`config.mk`:
```
export PLATFORM = sky130hd
export DESIGN_NAME = sg_chain_walker
export DESIGN_NICKNAME = d
export VERILOG_FILES = /design/src/rtl/sgw_pkg.sv /design/src/rtl/sgw_entry_decode.sv /design/src/rtl/sgw_walk_fsm.sv /design/src/rtl/sgw_event_flags.sv /design/src/rtl/sg_chain_walker.sv
export SDC_FILE = /design/constraint.sdc
export NUM_CORES = 1
export LEC_CHECK = 0
export BUFFER_PORTS_ARGS = -buffer_cell sky130_fd_sc_hd__buf_2
export CELL_PAD_IN_SITES_DETAIL_PLACEMENT = 1
export CELL_PAD_IN_SITES_GLOBAL_PLACEMENT = 1
export CORE_ASPECT_RATIO = 1.2
export CORE_MARGIN = 2
export CORE_UTILIZATION = 35
export DETAILED_ROUTE_END_ITERATION = 7
export PLACE_DENSITY_LB_ADDON = 0.12
export SETUP_SLACK_MARGIN = 0.2
export SLEW_MARGIN = 20
export SYNTH_ARGS = -nofsm -noshare
export SYNTH_HDL_FRONTEND = slang
export SYNTH_SLANG_ARGS = --single-unit
```
`constraint.sdc`:
```
create_clock -name clk -period 2.1 [get_ports clk]
set_input_delay 0.105 -clock clk [delete_from_list [all_inputs] [get_ports clk]]
set_output_delay 0.105 -clock clk [all_outputs]
set_load 0.02 [all_outputs]
```
`src/rtl/sgw_pkg.sv`:
```
package sgw_pkg;
  // Control word layout
  localparam int CTRL_VALID  = 0;
  localparam int CTRL_EOC    = 1;
  localparam int CTRL_IRQ    = 2;
  localparam int CTRL_ACT_LO = 3;
  localparam int CTRL_RING   = 6;
  localparam int CTRL_LEN_LO = 8;

  localparam int WORD_W = 32;
  localparam int LEN_W  = 24;
  localparam int ACT_W  = 3;

  localparam int N_CHAN  = 2;
  localparam int CHAN_WR = 0;
  localparam int CHAN_RD = 1;

  typedef struct packed {
    logic              valid;
    logic              eoc;
    logic              irq;
    logic              ring;
    logic              zero;
    logic [ACT_W-1:0]  act;
    logic [LEN_W-1:0]  len;
    logic [WORD_W-1:0] addr;
  } sg_entry_t;

  typedef enum logic [2:0] {
    S_IDLE,
    S_FETCH,
    S_WAIT,
    S_ISSUE,
    S_ACK
  } walk_state_e;
endpackage

```
`src/rtl/sgw_entry_decode.sv`:
```
module sgw_entry_decode
  import sgw_pkg::*;
#(
  parameter logic [LEN_W-1:0] MAX_SEG = 24'h100000
) (
  input  logic [WORD_W-1:0] ctrl_word,
  input  logic [WORD_W-1:0] addr_word,
  output sg_entry_t         entry
);
  logic [LEN_W-1:0] raw_len;
  logic             unused_rsv;

  assign raw_len    = ctrl_word[CTRL_LEN_LO +: LEN_W];
  assign unused_rsv = ctrl_word[7];

  always_comb begin
    entry.valid = ctrl_word[CTRL_VALID];
    entry.eoc   = ctrl_word[CTRL_EOC];
    entry.irq   = ctrl_word[CTRL_IRQ];
    entry.ring  = ctrl_word[CTRL_RING];
    entry.act   = ctrl_word[CTRL_ACT_LO +: ACT_W];
    entry.zero  = (raw_len == '0);
    entry.len   = (raw_len > MAX_SEG) ? MAX_SEG : raw_len;
    entry.addr  = addr_word;
  end
endmodule

```
`src/rtl/sgw_walk_fsm.sv`:
```
module sgw_walk_fsm
  import sgw_pkg::*;
#(
  parameter int IDX_W = 8
) (
  input  logic              clk,
  input  logic              rst_n,
  input  logic              start,
  input  logic              chan_rd,
  input  logic              fetch_ready,
  input  logic              rsp_valid,
  input  logic              seg_ready,
  input  logic              seg_done,
  input  sg_entry_t         dec,
  output logic              busy,
  output logic              fetch_valid,
  output logic [IDX_W-1:0]  fetch_idx,
  output logic              rsp_ready,
  output logic              seg_valid,
  output logic [WORD_W-1:0] seg_addr,
  output logic [LEN_W-1:0]  seg_len,
  output logic [ACT_W-1:0]  seg_act,
  output logic              start_evt,
  output logic              bad_evt,
  output logic              end_evt,
  output logic              irq_evt,
  output logic              walk_chan
);
  walk_state_e       state_q, state_d, state_step;
  logic [IDX_W-1:0]  idx_q, idx_d, idx_step;
  logic              chan_q;
  logic              cur_eoc, cur_ring, cur_irq;
  logic [ACT_W-1:0]  cur_act;
  logic [LEN_W-1:0]  cur_len;
  logic [WORD_W-1:0] cur_addr;

  logic rsp_hs, ack_hs, skip_hs, step, fin_eoc, fin_ring;

  always_comb begin
    rsp_hs   = (state_q == S_WAIT) && rsp_valid;
    ack_hs   = (state_q == S_ACK) && seg_done;
    skip_hs  = rsp_hs && dec.valid && dec.zero;
    step     = skip_hs || ack_hs;
    fin_eoc  = skip_hs ? dec.eoc  : cur_eoc;
    fin_ring = skip_hs ? dec.ring : cur_ring;

    if (fin_eoc) idx_step = fin_ring ? '0 : idx_q;
    else         idx_step = idx_q + IDX_W'(1);
    state_step = (fin_eoc && !fin_ring) ? S_IDLE : S_FETCH;

    start_evt = (state_q == S_IDLE) && start;
    bad_evt   = rsp_hs && !dec.valid;
    end_evt   = step && fin_eoc && !fin_ring;
    irq_evt   = ack_hs && cur_irq;
  end

  always_comb begin
    state_d = state_q;
    idx_d   = idx_q;
    unique case (state_q)
      S_IDLE:  if (start) begin state_d = S_FETCH; idx_d = '0; end
      S_FETCH: if (fetch_ready) state_d = S_WAIT;
      S_WAIT:
        if (rsp_valid) begin
          if (!dec.valid)    state_d = S_IDLE;
          else if (dec.zero) begin state_d = state_step; idx_d = idx_step; end
          else               state_d = S_ISSUE;
        end
      S_ISSUE: if (seg_ready) state_d = S_ACK;
      S_ACK:   if (seg_done) begin state_d = state_step; idx_d = idx_step; end
      default: state_d = S_IDLE;
    endcase
  end

  always_ff @(posedge clk or negedge rst_n) begin
    if (!rst_n) begin
      state_q  <= S_IDLE;
      idx_q    <= '0;
      chan_q   <= 1'b0;
      cur_eoc  <= 1'b0;
      cur_ring <= 1'b0;
      cur_irq  <= 1'b0;
      cur_act  <= '0;
      cur_len  <= '0;
      cur_addr <= '0;
    end else begin
      state_q <= state_d;
      idx_q   <= idx_d;
      if (start_evt) chan_q <= chan_rd;
      if (rsp_hs && dec.valid) begin
        cur_eoc  <= dec.eoc;
        cur_ring <= dec.ring;
        cur_irq  <= dec.irq;
        cur_act  <= dec.act;
        cur_len  <= dec.len;
        cur_addr <= dec.addr;
      end
    end
  end

  assign busy        = (state_q != S_IDLE);
  assign fetch_valid = (state_q == S_FETCH);
  assign fetch_idx   = idx_q;
  assign rsp_ready   = (state_q == S_WAIT);
  assign seg_valid   = (state_q == S_ISSUE);
  assign seg_addr    = cur_addr;
  assign seg_len     = cur_len;
  assign seg_act     = cur_act;
  assign walk_chan   = chan_q;
endmodule

```
`src/rtl/sgw_event_flags.sv`:
```
module sgw_event_flags
  import sgw_pkg::*;
(
  input  logic              clk,
  input  logic              rst_n,
  input  logic              start_evt,
  input  logic              start_chan,
  input  logic              bad_evt,
  input  logic              walk_chan,
  input  logic              end_evt,
  input  logic              irq_evt,
  output logic              walk_done,
  output logic              irq,
  output logic [N_CHAN-1:0] err
);
  always_ff @(posedge clk or negedge rst_n) begin
    if (!rst_n) begin
      walk_done <= 1'b0;
      irq       <= 1'b0;
    end else begin
      walk_done <= end_evt;
      irq       <= irq_evt;
    end
  end

  for (genvar c = 0; c < N_CHAN; c++) begin : g_chan_err
    logic flag_q;
    always_ff @(posedge clk or negedge rst_n) begin
      if (!rst_n)                                 flag_q <= 1'b0;
      else if (bad_evt && (walk_chan == 1'(c)))   flag_q <= 1'b1;
      else if (start_evt && (start_chan == 1'(c))) flag_q <= 1'b0;
    end
    assign err[c] = flag_q;
  end
endmodule

```
`src/rtl/sg_chain_walker.sv`:
```
module sg_chain_walker
  import sgw_pkg::*;
#(
  parameter int               IDX_W   = 8,
  parameter logic [LEN_W-1:0] MAX_SEG = 24'h100000
) (
  input  logic              clk,
  input  logic              rst_n,
  input  logic              start,
  input  logic              chan_rd,
  output logic              busy,
  output logic              fetch_valid,
  input  logic              fetch_ready,
  output logic [IDX_W-1:0]  fetch_idx,
  input  logic              rsp_valid,
  output logic              rsp_ready,
  input  logic [WORD_W-1:0] rsp_ctrl,
  input  logic [WORD_W-1:0] rsp_addr,
  output logic              seg_valid,
  input  logic              seg_ready,
  output logic [WORD_W-1:0] seg_addr,
  output logic [LEN_W-1:0]  seg_len,
  output logic [ACT_W-1:0]  seg_act,
  input  logic              seg_done,
  output logic              walk_done,
  output logic              irq,
  output logic              err_rd,
  output logic              err_wr
);
  sg_entry_t         dec;
  logic              start_evt, bad_evt, end_evt, irq_evt, walk_chan;
  logic [N_CHAN-1:0] err;

  sgw_entry_decode #(.MAX_SEG(MAX_SEG)) u_decode (
    .ctrl_word (rsp_ctrl),
    .addr_word (rsp_addr),
    .entry     (dec)
  );

  sgw_walk_fsm #(.IDX_W(IDX_W)) u_fsm (
    .clk         (clk),
    .rst_n       (rst_n),
    .start       (start),
    .chan_rd     (chan_rd),
    .fetch_ready (fetch_ready),
    .rsp_valid   (rsp_valid),
    .seg_ready   (seg_ready),
    .seg_done    (seg_done),
    .dec         (dec),
    .busy        (busy),
    .fetch_valid (fetch_valid),
    .fetch_idx   (fetch_idx),
    .rsp_ready   (rsp_ready),
    .seg_valid   (seg_valid),
    .seg_addr    (seg_addr),
    .seg_len     (seg_len),
    .seg_act     (seg_act),
    .start_evt   (start_evt),
    .bad_evt     (bad_evt),
    .end_evt     (end_evt),
    .irq_evt     (irq_evt),
    .walk_chan   (walk_chan)
  );

  sgw_event_flags u_flags (
    .clk        (clk),
    .rst_n      (rst_n),
    .start_evt  (start_evt),
    .start_chan (chan_rd),
    .bad_evt    (bad_evt),
    .walk_chan  (walk_chan),
    .end_evt    (end_evt),
    .irq_evt    (irq_evt),
    .walk_done  (walk_done),
    .irq        (irq),
    .err        (err)
  );

  assign err_rd = err[CHAN_RD];
  assign err_wr = err[CHAN_WR];
endmodule

```
==> results.json <==
{
  "fmax_ghz": 0.537,
  "layout-drive-gt1-share": 0.510,
  "totalWireLength_um": 9620,
  "grt_max_degree": 41,
  "track_usage": 0.192,
  "port_buffers": 145,
  "clock_latency_ns": 0.33,
  "die-area_um2": 10500,
  "synth.distinct_cells": 41,
  "clockBufferDepth": 2,
  "first_iter_violations": 76,
  "relSlewSlack": 0.639,
  "grt_pass1_wl_um": 15700,
  "grt_pass1_vias": 3071,
  "crit_required_ns": 2.35,
  "switchingPower_mw": 2.52,
  "drt_first_pass_iters": 4,
  "htreeDepth": 3,
  "clkSinkCount": 78,
  "synthTopCellsByArea": "dfrtp_1 58%, mux2_2 13%, a22o_1 5.4%",
  "p_int_mw": 4.09,
  "setup_viol": 0,
  "syn_nets": 339,
  "p_comb_frac": 0.425,
  "arrival_ns": 2.12,
  "place_inst": 535,
  "critPathKind": "flip-flop to flip-flop",
  "ant_nets": 0,
  "postCtsSetupBuffers": 0,
  "yosys.area.top_type": "dfrtp_1",
  "ys_ff_latch": 78,
  "p_per_area_nw_per_um2": 1330,
  "die_y_um": 112,
  "start_kind": "flip-flop",
  "finalClockSkew_ns": 0.00469,
  "hp-class": "primary input to flip-flop",
  "seq_power_share": 0.358,
  "netlist.area_leader.share": 0.578,
  "synth_edf_count": 0,
  "cts_tree": "yes",
  "maxCapViolCount": 0,
  "cp-end-kind": "flip-flop",
  "synthesis.area_um2": 3380,
  "diodes": 0,
  "cellLeakagePower_nw": 2.47,
  "antenna_found_initial": 0,
  "reg2reg_from": "u_fsm.state_q[2]",
  "drc": 0,
  "viasPerCell": 5.01,
  "post-place-ws_ns": 0.120,
  "final_nets": 526,
  "crit_start": "u_fsm.state_q[2]",
  "hpwl_um": 6530,
  "vdd_ir_drop_max_v": 0.000588,
  "status": "completed",
  "crit_fanout": 8,
  "wl_per_cell_um": 16.6,
  "ys_seq_area_frac": 0.578,
  "finalCritPeriodShare": 0.887,
  "final.setup.tns_ns": 0,
  "period_minus_slack_ns": 1.86,
  "die_x_um": 93.7,
  "yosysWarnings": 0,
  "gp_congestion": 0.747,
  "cts_buffers": 9,
  "vias": 2903,
  "syn_inst": 266,
  "switching_share": 0.382,
  "clock-root-buffer": "clkbuf_16",
  "syn_avg_cell_area_um2": 12.7,
  "worst_slack_ns": 0.238,
  "hold_viol_final": 0,
  "p_clk_frac": 0.218,
  "hold_ws_ns": 0.0145,
  "core_um2": 9470,
  "gr-total-overflow": 0,
  "stdcell_count": 580,
  "worstMarginPinSlew_ns": 0.542,
  "rsz0062_at_grt": "true",
  "ys_async_sr_fraction": 1.00,
  "slew_viol_final": 0,
  "start_util": 0.357,
  "rows": 39,
  "syn2layout_area_growth_pct": 47.1,
  "synthFlopType": "dfrtp_1",
  "ios": 147,
  "hp-start": "rsp_addr[10]",
  "cts.clk_slew.worst_paths_ns": 0.06
}
==> routing by layer <==
| layer | GRT usage | vias up | wire [µm] |
|---|---|---|---|
| met5 | 0 | - | 0 |
| met4 | 0.0773 | 0 | 175 |
| met3 | 0.0426 | 13 | 429 |
| met2 | 0.314 | 85 | 4870 |
| met1 | 0.246 | 1456 | 4150 |
| li1 | - | 1349 | - |
==> metrics by stage <==
| stage | power (mW) | util | cell area, µm² |
|---|---|---|---|
| final | 6.61 | 0.525 | 4970 |
| after global routing | 7.04 | 0.525 | 4970 |
| after CTS | 6.64 | 0.521 | 4930 |
| after detailed placement | 5.09 | 0.459 | 4340 |
| after global placement | 5.01 | 0.459 | 4340 |
| after floorplan | 4.10 | - | 3390 |
==> worst paths after layout <==
path	to	cells after the start	slack [ns]
max	u_fsm.fetch_idx[5]	5	0.24
min	u_fsm.seg_addr[10]	2	0.01
max reg2reg	u_fsm.fetch_idx[5]	5	0.24
min reg2reg	u_flags.g_chan_err[0].flag_q	1	0.47
max in group asynchronous	u_fsm.seg_len[21]	3	1.19
min in group asynchronous	u_fsm.seg_addr[9]	2	0.29
==> synth_stat cells (2+ instances only) <==
cell / count
o31ai_1: 2
and4_1: 2
nand4_1: 3
nor3_1: 3
and2_1: 7
o21ai_0: 6
dfrtp_1: 78
nor2b_1: 5
o2111ai_1: 3
clkbuf_1: 7
a31oi_1: 9
o21a_1: 2
nand2_1: 6
buf_2: 5
and3_1: 3
nand3_1: 4
nor4_4: 2
mux2_2: 38
mux2i_1: 4
inv_1: 13
or2_2: 2
o22ai_1: 6
a22o_1: 21
o21ai_1: 2
or3_1: 3
nor2_1: 12
nor4_2: 4
==> sequential cells by signal (all words and copies together), names as in the netlist <==
register	flops
u_fsm.seg_addr	32
u_fsm.seg_len	24
u_fsm.fetch_idx	8
u_fsm.seg_act	3
u_fsm.state_q	3
u_flags.g_chan_err.flag_q	2
u_flags.irq	1
u_flags.walk_done	1
u_fsm.cur_eoc	1
u_fsm.cur_irq	1
u_fsm.cur_ring	1
u_fsm.walk_chan	1
==> power by group through the flow <==
stage          logic [mW]  clock network [mW]  registers, mW
3_3_place_gp         2.66                   0           2.35
6_report             2.81                1.44           2.36
5_1_grt              3.04                1.55           2.45
4_1_cts              2.77                1.50           2.36
3_5_place_dp         2.70                   0           2.39
2_1_floorplan        1.14                   0           2.96
==> cells in the final DEF, fill, tap and decap left out, types with 5 or more instances in the layout <==
master,instances
mux2_2,38
buf_4,13
inv_1,13
dfrtp_1,77
nor2_1,11
buf_2,144
nand2_1,6
a22o_1,21
a31oi_1,9
o21ai_0,6
clkbuf_16,9
nor2b_1,5
dlygate4sd3_1,30
and2_1,6
==> critical path, stage by stage, from the launching register on <==
cell,delay [ns]
dfrtp_2,0.44
xnor2_1,0.16
or2_2,0.32
or4_4,0.49
and4_4,0.21
o22ai_1,0.15
==> repair_timing <==
action	CTS	global route
hold endpoints to repair	67	0
endpoints found under the setup margin	8	8
hold buffers	30	0
gates resized for setup	4	8
pin swaps	0	5
==> cell type report <==
class                   instances  area, µm²
clock buffers                  11        253
clock inverters                 4       22.5
fillers                      1043       4490
inverters                      13       48.8
multi-input cells             162       1380
flip-flops and latches         78       1950
well taps                     123        154
repair buffers                189       1160
==> cell families (layout without fill, tap and decap cells) <==
logic type / count (synthesis) / count (layout) / share of synthesized area
xor gates and xnor gates: 1 / 1 / 0.00259
AOI/OAI and AO/OA: 54 / 54 / 0.119
DFF: 78 / 78 / 0.578
adders and majority gates: 1 / 1 / 0.00370
buffers and inverters: 26 / 217 / 0.0330
and+or+nand+nor: 64 / 64 / 0.126
muxes: 42 / 42 / 0.138
No activity file was read; power rests on OpenSTA's default activity.
